`src/rtl/exc_entry_pkg.sv`:
```
package exc_entry_pkg;

    localparam int XLEN      = 32;
    localparam int VEC_W     = 8;
    localparam int VER_W     = 8;
    localparam int IE_BIT    = 5;
    localparam int USER_BIT  = 6;
    localparam int NMI_EN_LO = 7;   // used when version < VER_SPLIT
    localparam int NMI_EN_HI = 9;   // used when version >= VER_SPLIT
    localparam int VER_SPLIT = 32;
    localparam int KEEP_HI   = 2;   // top status bits kept in place
    localparam int STACK_SH  = 10;  // status shift distance

    typedef enum logic [1:0] {
        CAUSE_IRQ   = 2'd0,
        CAUSE_BREAK = 2'd1,
        CAUSE_NMI   = 2'd2,
        CAUSE_BUS   = 2'd3
    } cause_e;

    typedef enum logic [1:0] {
        ST_IDLE = 2'd0,
        ST_REQ  = 2'd1,
        ST_WAIT = 2'd2
    } seq_state_e;

    typedef struct packed {
        logic [XLEN-1:0] ret_addr;
        logic            to_nrp;
        logic [XLEN-1:0] exs;
        logic [XLEN-1:0] status;
        logic            swap;
        logic [XLEN-1:0] handler_addr;
    } frame_t;

    // Keep the top bits, move the low field up, clear the vacated bits.
    function automatic logic [XLEN-1:0] stack_status(input logic [XLEN-1:0] s);
        return {s[XLEN-1 -: KEEP_HI], s[XLEN-KEEP_HI-STACK_SH-1:0], {STACK_SH{1'b0}}};
    endfunction

endpackage

```
`src/rtl/exc_accept.sv`:
```
module exc_accept
    import exc_entry_pkg::*;
(
    input  logic             req_valid,
    input  cause_e           cause,
    input  logic [XLEN-1:0]  status,
    input  logic [VER_W-1:0] version,
    input  logic             irq_locked,
    input  logic [VEC_W-1:0] trap_vec,
    input  logic [VEC_W-1:0] irq_vec,
    input  logic [VEC_W-1:0] fault_vec,
    output logic             take,
    output logic [VEC_W-1:0] vec,
    output logic [XLEN-1:0]  nmi_mask
);
    logic nmi_en;

    always_comb begin
        nmi_mask = '0;
        if (version < VER_W'(VER_SPLIT)) nmi_mask[NMI_EN_LO] = 1'b1;
        else                             nmi_mask[NMI_EN_HI] = 1'b1;
        nmi_en = |(status & nmi_mask);
    end

    always_comb begin
        take = 1'b0;
        vec  = '0;
        unique case (cause)
            CAUSE_IRQ: begin
                take = req_valid && status[IE_BIT] && !irq_locked;
                vec  = irq_vec;
            end
            CAUSE_BREAK: begin
                take = req_valid;
                vec  = trap_vec;
            end
            CAUSE_NMI: begin
                take = req_valid && nmi_en;
                vec  = '0;
            end
            CAUSE_BUS: begin
                take = req_valid;
                vec  = fault_vec;
            end
            default: ;
        endcase
    end
endmodule

```
`src/rtl/exc_frame.sv`:
```
module exc_frame
    import exc_entry_pkg::*;
#(
    parameter int DSLOT_W = 2
) (
    input  cause_e             cause,
    input  logic [VEC_W-1:0]   vec,
    input  logic [XLEN-1:0]    nmi_mask,
    input  logic [XLEN-1:0]    pc,
    input  logic [DSLOT_W-1:0] dslot,
    input  logic [XLEN-1:0]    status,
    input  logic [XLEN-1:0]    vbase,
    output frame_t             frame
);
    localparam int EXS_LO = 8;
    logic [XLEN-1:0] masked;

    always_comb begin
        masked             = (cause == CAUSE_NMI) ? (status & ~nmi_mask) : status;
        frame.ret_addr     = pc - XLEN'(dslot);
        frame.to_nrp       = (cause == CAUSE_NMI);
        frame.exs          = '0;
        frame.exs[EXS_LO +: VEC_W] = vec;
        frame.status       = stack_status(masked);
        frame.swap         = status[USER_BIT];
        frame.handler_addr = vbase + (XLEN'(vec) << 2);
    end
endmodule

```
`src/rtl/exc_entry_seq.sv`:
```
module exc_entry_seq
    import exc_entry_pkg::*;
#(
    parameter int DSLOT_W = 2
) (
    input  logic               clk,
    input  logic               rst,
    input  logic               req_valid,
    input  logic [1:0]         cause,
    input  logic [31:0]        pc_in,
    input  logic [DSLOT_W-1:0] dslot_in,
    input  logic [31:0]        status_in,
    input  logic [7:0]         version_in,
    input  logic               irq_locked,
    input  logic [31:0]        sp_in,
    input  logic [31:0]        ksp_in,
    input  logic [31:0]        vbase_in,
    input  logic [7:0]         trap_vec,
    input  logic [7:0]         irq_vec,
    input  logic [7:0]         fault_vec,
    output logic               busy,
    output logic               commit,
    output logic               erp_we,
    output logic               nrp_we,
    output logic [31:0]        ret_addr,
    output logic [31:0]        exs_out,
    output logic [31:0]        status_out,
    output logic               usp_we,
    output logic [31:0]        usp_out,
    output logic [31:0]        sp_out,
    output logic               dslot_clr,
    output logic               rd_req,
    output logic [31:0]        rd_addr,
    input  logic               rd_gnt,
    input  logic               rd_rvalid,
    input  logic [31:0]        rd_rdata,
    output logic               done,
    output logic [31:0]        pc_out
);
    seq_state_e       state_q;
    logic             take;
    logic [VEC_W-1:0] vec;
    logic [XLEN-1:0]  nmi_mask;
    frame_t           frame;
    cause_e           cause_t;

    assign cause_t = cause_e'(cause);

    exc_accept u_accept (
        .req_valid  (req_valid),
        .cause      (cause_t),
        .status     (status_in),
        .version    (version_in),
        .irq_locked (irq_locked),
        .trap_vec   (trap_vec),
        .irq_vec    (irq_vec),
        .fault_vec  (fault_vec),
        .take       (take),
        .vec        (vec),
        .nmi_mask   (nmi_mask)
    );

    exc_frame #(.DSLOT_W(DSLOT_W)) u_frame (
        .cause    (cause_t),
        .vec      (vec),
        .nmi_mask (nmi_mask),
        .pc       (pc_in),
        .dslot    (dslot_in),
        .status   (status_in),
        .vbase    (vbase_in),
        .frame    (frame)
    );

    assign busy   = (state_q != ST_IDLE);
    assign rd_req = (state_q == ST_REQ);

    always_ff @(posedge clk) begin
        if (rst) begin
            state_q    <= ST_IDLE;
            commit     <= 1'b0;
            erp_we     <= 1'b0;
            nrp_we     <= 1'b0;
            usp_we     <= 1'b0;
            dslot_clr  <= 1'b0;
            done       <= 1'b0;
            ret_addr   <= '0;
            exs_out    <= '0;
            status_out <= '0;
            usp_out    <= '0;
            sp_out     <= '0;
            rd_addr    <= '0;
            pc_out     <= '0;
        end else begin
            commit    <= 1'b0;
            erp_we    <= 1'b0;
            nrp_we    <= 1'b0;
            usp_we    <= 1'b0;
            dslot_clr <= 1'b0;
            done      <= 1'b0;
            unique case (state_q)
                ST_IDLE: if (take) begin
                    commit     <= 1'b1;
                    erp_we     <= !frame.to_nrp;
                    nrp_we     <= frame.to_nrp;
                    ret_addr   <= frame.ret_addr;
                    exs_out    <= frame.exs;
                    status_out <= frame.status;
                    usp_we     <= frame.swap;
                    dslot_clr  <= (dslot_in != '0);
                    rd_addr    <= frame.handler_addr;
                    if (frame.swap) begin
                        usp_out <= sp_in;
                        sp_out  <= ksp_in;
                    end
                    state_q <= ST_REQ;
                end
                ST_REQ:  if (rd_gnt) state_q <= ST_WAIT;
                ST_WAIT: if (rd_rvalid) begin
                    pc_out  <= rd_rdata;
                    done    <= 1'b1;
                    state_q <= ST_IDLE;
                end
                default: state_q <= ST_IDLE;
            endcase
        end
    end


    commit_only_from_idle_chk: assert property (@(posedge clk) disable iff (rst)
        commit |-> !$past(busy));

    one_return_target_chk: assert property (@(posedge clk) disable iff (rst)
        commit |-> $countones({erp_we, nrp_we}) == 1);

    status_low_clear_chk: assert property (@(posedge clk) disable iff (rst)
        commit |-> status_out[9:0] == 10'd0);

    stack_swap_chk: assert property (@(posedge clk) disable iff (rst)
        usp_we |-> (sp_out == $past(ksp_in)) && (usp_out == $past(sp_in)));

    read_hold_chk: assert property (@(posedge clk) disable iff (rst)
        (rd_req && !rd_gnt) |=> (rd_req && $stable(rd_addr)));

    done_idle_chk: assert property (@(posedge clk) disable iff (rst)
        done |-> !busy);
endmodule

```
`config.mk`:
```
export PLATFORM = sky130hd
export DESIGN_NAME = exc_entry_seq
export DESIGN_NICKNAME = d
export VERILOG_FILES = /design/src/rtl/exc_entry_pkg.sv /design/src/rtl/exc_accept.sv /design/src/rtl/exc_frame.sv /design/src/rtl/exc_entry_seq.sv
export SDC_FILE = /design/constraint.sdc
export NUM_CORES = 1
export LEC_CHECK = 0
export BUFFER_PORTS_ARGS = -buffer_cell sky130_fd_sc_hd__buf_2
export CORE_AREA = 2 2 179 181
export CTS_CLUSTER_DIAMETER = 30
export DETAILED_ROUTE_END_ITERATION = 10
export DIE_AREA = 0 0 181 183
export GPL_TIMING_DRIVEN = 0
export PLACE_DENSITY = 0.62
export SYNTH_ARGS = -nofsm -noshare
export SYNTH_HDL_FRONTEND = slang
export SYNTH_SLANG_ARGS = --single-unit
```
`constraint.sdc`:
```
create_clock -name clk -period 8.2 [get_ports clk]
set_input_delay 2.46 -clock clk [delete_from_list [all_inputs] [get_ports clk]]
set_output_delay 2.46 -clock clk [all_outputs]
set_load 0.1 [all_outputs]
```
After elaboration in Yosys (flattened, before gate mapping) --
Cells that the tools add are included.
Storage, ports and cells: register bits after elaboration 198, input port bits 234, output and inout bits 232, word-level logic and storage cells 60
Cells by class: add/sub/neg operators 2, magnitude comparators 1, eq/ne operators 8, mux-type cells 11, bitwise operators 6, reductions and logical operators 18
Operators by type and width (count):
- $add 32x10->32 | 1
- $and 32x10->32 | 1
- $and 32x32->32 | 1
- $mux 32 | 1
- $not 10->32 | 1
- $pmux 8 s4 | 1
- $reduce_or 32->1 | 1
- $sub 32x2->32 | 1
- $lt 8x6->1 const B | 1
- $eq 2x2->1 const B | 3
- $mux 2 | 3
- $pmux 2 s3 | 1
- $reduce_and 3->1 | 2
- $reduce_or 2->1 | 3
- $eq 2x1->1 const B | 2
- $logic_not 2->1 | 2
- $mux 1 | 4
- $ne 2x2->1 const B | 2
- $reduce_and 2->1 | 2
- $reduce_bool 2->1 | 2
- $logic_and 1x1->1 | 3
- $not 1->1 | 3
- $pmux 1 s3 | 1
- $reduce_or 3->1 | 1
- 2 further kinds | 3

Longest topological paths before layout --
depth in word-level cells 8, depth in mapped cells 13

Hierarchy --
From an unflattened synthesis, not the netlist that was laid out.
Unflattened totals: cells, all modules 1343, area total of the unflattened synthesis 12578.3 um^2
Modules (own cells, without submodules):
- exc_entry_seq | instances 1, cells each 998, area an instance 10206.0 um^2, seq. area each 4644.5 um^2
- exc_frame | instances 1, cells each 281, area an instance 1934.4 um^2, seq. area each 0.0 um^2
- exc_accept | instances 1, cells each 64, area an instance 437.9 um^2, seq. area each 0.0 um^2

Worst setup path before layout --
Ideal clock, no wire load.
kind input to register, from input cause[0], to register rd_addr[20], setup time 118 ps, arrival 4911 ps, slack 3172 ps, stages on the path 13, buffers on the path 3, path through buf_2 -> and2_1 -> clkbuf_1 -> nand2_1 -> o21ai_0 -> ha_1 -> fa_1 -> a211oi_1 -> o211a_1 -> clkbuf_1 -> nor3_1 -> xor2_1 -> a22o_1
RTL lines:
- start: declaration | line exc_entry_seq.sv:9 | input logic [1:0] cause,
- end signal: assignment | line exc_entry_seq.sv:110 | rd_addr <= frame.handler_addr;
- end: declaration | line exc_entry_seq.sv:33 | output logic [31:0] rd_addr,

==> out/results.txt <==
Status - finished clean
Clock transition at path regs - 0.08 ns
Final Hold Vio Count - 0
Overall global routing resource usage - 20.4%
Port Buffers - 415
Slew HR - 37.3%
P&R area growth vs syn - 38.0%
Critical path class - input port to flop
Clock skew - 0.0130 ns
Dominant cells by area after synthesis - dfxtp_1, nand2_1, a21oi_1, a211oi_1, nor2_1
Post-synth EDFFs - 0
Top FF cell, synth - dfxtp_1
Initial DRT Pass Iterations - 7
TritonCTS Buffers - 17
RSZ-0062 raised after global routing - false
Top cell family by delay on the critical path - buffers and inverters
Layout Utilization - 38.2%
Total power - 2.81 mW
Worst-skew pair later-pin latency - 0.46 ns
Final HPWL DP - 27,700 um
Power Dens Cells - 236 nW/um2
DRC viols - 0
Max_cap viols - 0
Via density - 4.66
Peak fanout along the critical path - 10
Ys Warns - 0
Critical path cell sequence - buf_2 -> clkbuf_1 -> and2_1 -> clkbuf_1 -> nand2_1 -> o21ai_0 -> ha_1 -> fa_1 -> a211oi_1 -> o211a_1 -> clkbuf_1 -> nor3_1 -> xor2_1 -> a22o_1
Worst Path Arrival - 6.34 ns
Core area - 31,200 um2
Crit path top cell by count - clkbuf_1
First-pass GRT wire length - 50,800 um
WL final - 34,700 um
Commonest non-fill, non-tap cell in the layout - buf_2
Total negative slack - 0 ns
Initial antenna violation count - 6
Worst setup EP type - flop
Die area - 33,100 um2
Gate Count Post-Synth - 1,079
Initial Util - 27.7%
GP Congestion - 0.938
DRT iter0 DRCs - 436
Yosys reg bits - 198
WP buf/inv - 4
NumNets Final - 1,792
Async set-reset flop share out of synthesis - 0%
Final min period - 5.95 ns
Worst setup margin - 2.25 ns
Die height - 183 um
Seq/Total Area, Yosys - 45.9%
CTS Hold Buffers Added - 0
Leak - 5.32 nW
Finished Layout Cells - 1,963
Commonest cells after routing, fill and taps aside - buf_2, nand2_1, dfxtp_1
Post-CTS setup buffer count - 0
Post-CTS sizing - 0
Peak VDD IR - 0.000129 V
Post-synth cell types - 51
CTS tree - done
I/O Pins - 466
Row cnt - 65
Placed cell area - 11,300 um2
Hold slack final - 0.452 ns
Worst Max-Slew Pin Slew - 0.931 ns
Die X - 181 um
Crit start category - input port
Sink Count - 198
Hold crit path type - flop to flop
GR Overflow Total - 0
Post-route design area - 11,900 um2
Setup WS pre-CTS - 1.76 ns
Vias in the first global route - 8,610
CTS Buffer Depth - 2
Htree depth - 4
Crit path required time - 8.59 ns
Max Slew Vio Count - 0
Area share of the largest cell type after synthesis - 45.9%
Synth area leader - dfxtp_1
Clock Tree Root - clkbuf_16
Post-synthesis average cell area - 8.01 um2
Critical path's slowest cell - clkbuf_1
Layout cells sized above 1 - 31.6%
Achievable Freq - 0.168 GHz
Final Cycle Share - 72.6%
Placed Instances - 1,929
Post-Syn Area - 8640 um2
Vias - 9,138
Setup Viol. Count Final - 0
WL/cell - 17.7 um
Largest net degree at the start of global routing - 21
DRT antenna net count - 0
Max stage delay on crit path - 0.53 ns
-- layer usage --
metal  share of wire, %  track usage, %
met5               0.16               0
met4                2.4            7.12
met2                 49            36.1
met1                 41            23.3
met3                7.6            6.16
-- path summary, 6_finish.rpt --
kind | start | end | slack, ns | depth (start not counted)
hold / removal | sp_out[11]$_SDFFE_PP0P_ | sp_out[11]$_SDFFE_PP0P_ | 0.45 | 2
hold reg to reg | sp_out[11]$_SDFFE_PP0P_ | sp_out[11]$_SDFFE_PP0P_ | 0.45 | 2
setup / recovery | cause[1] | rd_addr[20]$_SDFFE_PP0N_ | 2.25 | 14
setup reg to reg | state_q[1]$_SDFFE_PP0P_ | ret_addr[2]$_SDFFE_PP0N_ | 5.42 | 7
-- synth_stat cells (all sizes together), types with 2 or more instances --
library cell and count:
or4 11, nand4b 4, nand3 16, buf 51, a211oi 45, nor3 23
a21oi 134, a22o 2, fa 2, dfxtp 198, o31ai 7, xnor2 17
o211ai 5, nand2 272, nor3b 3, mux2i 8, inv 7, a311oi 10
xor2 29, nor4 9, nand4 15, or3 6, o21ai 16, and4 5
nor2b 5, clkbuf 54, nor4b 2, a21o 3, nand3b 5, nor2 90
nand2b 2, ha 10, and3 2
-- cells by family (layout without fill, tap and decap cells) --
| logic type | after synthesis | count (layout) | synth area share [%] |
|---|---|---|---|
| mux | 8 | 8 | 0.926 |
| compound gates | 230 | 230 | 15.9 |
| fa+ha+maj | 12 | 12 | 1.91 |
| simple gates | 472 | 472 | 24.2 |
| flops | 198 | 198 | 45.9 |
| other cells | 1 | 36 | 0.0434 |
| buf+inv | 112 | 559 | 6.46 |
| xor+xnor | 46 | 46 | 4.66 |
-- state kept, by name, indices dropped and copies added, names as in the netlist --
register,cells
commit,1
done,1
dslot_clr,1
erp_we,1
exs_out,8
nrp_we,1
pc_out,32
rd_addr,32
ret_addr,32
sp_out,32
state_q,2
status_out,22
usp_out,32
usp_we,1
-- tightest hold or removal path, delay by kind of cell (launching register included) --
kind,cells,cell delay [ns]
flops,1,0.31
simple gates,1,0.05
compound gates,1,0.05
-- final cells by class --
cell class,instances,area (um2)
Fill cell,3335,19300
Multi-Input combinational cell,802,4250
Sequential cell,198,3960
Timing Repair Buffer,415,2080
Buffer,105,532
Tap cell,402,503
Clock buffer,17,425
Clock inverter,15,151
Inverter,7,26.3
Antenna cell,2,5.00
-- power breakdown --
part / total (mW) / leakage, nW / internal (mW) / switching [mW]
logic: 0.919 / 3.42 / 0.172 / 0.747
clock network: 0.842 / 0.281 / 0.406 / 0.435
registers: 1.05 / 1.62 / 1.02 / 0.0304
Note: power is estimated with default switching activity, not from simulation.
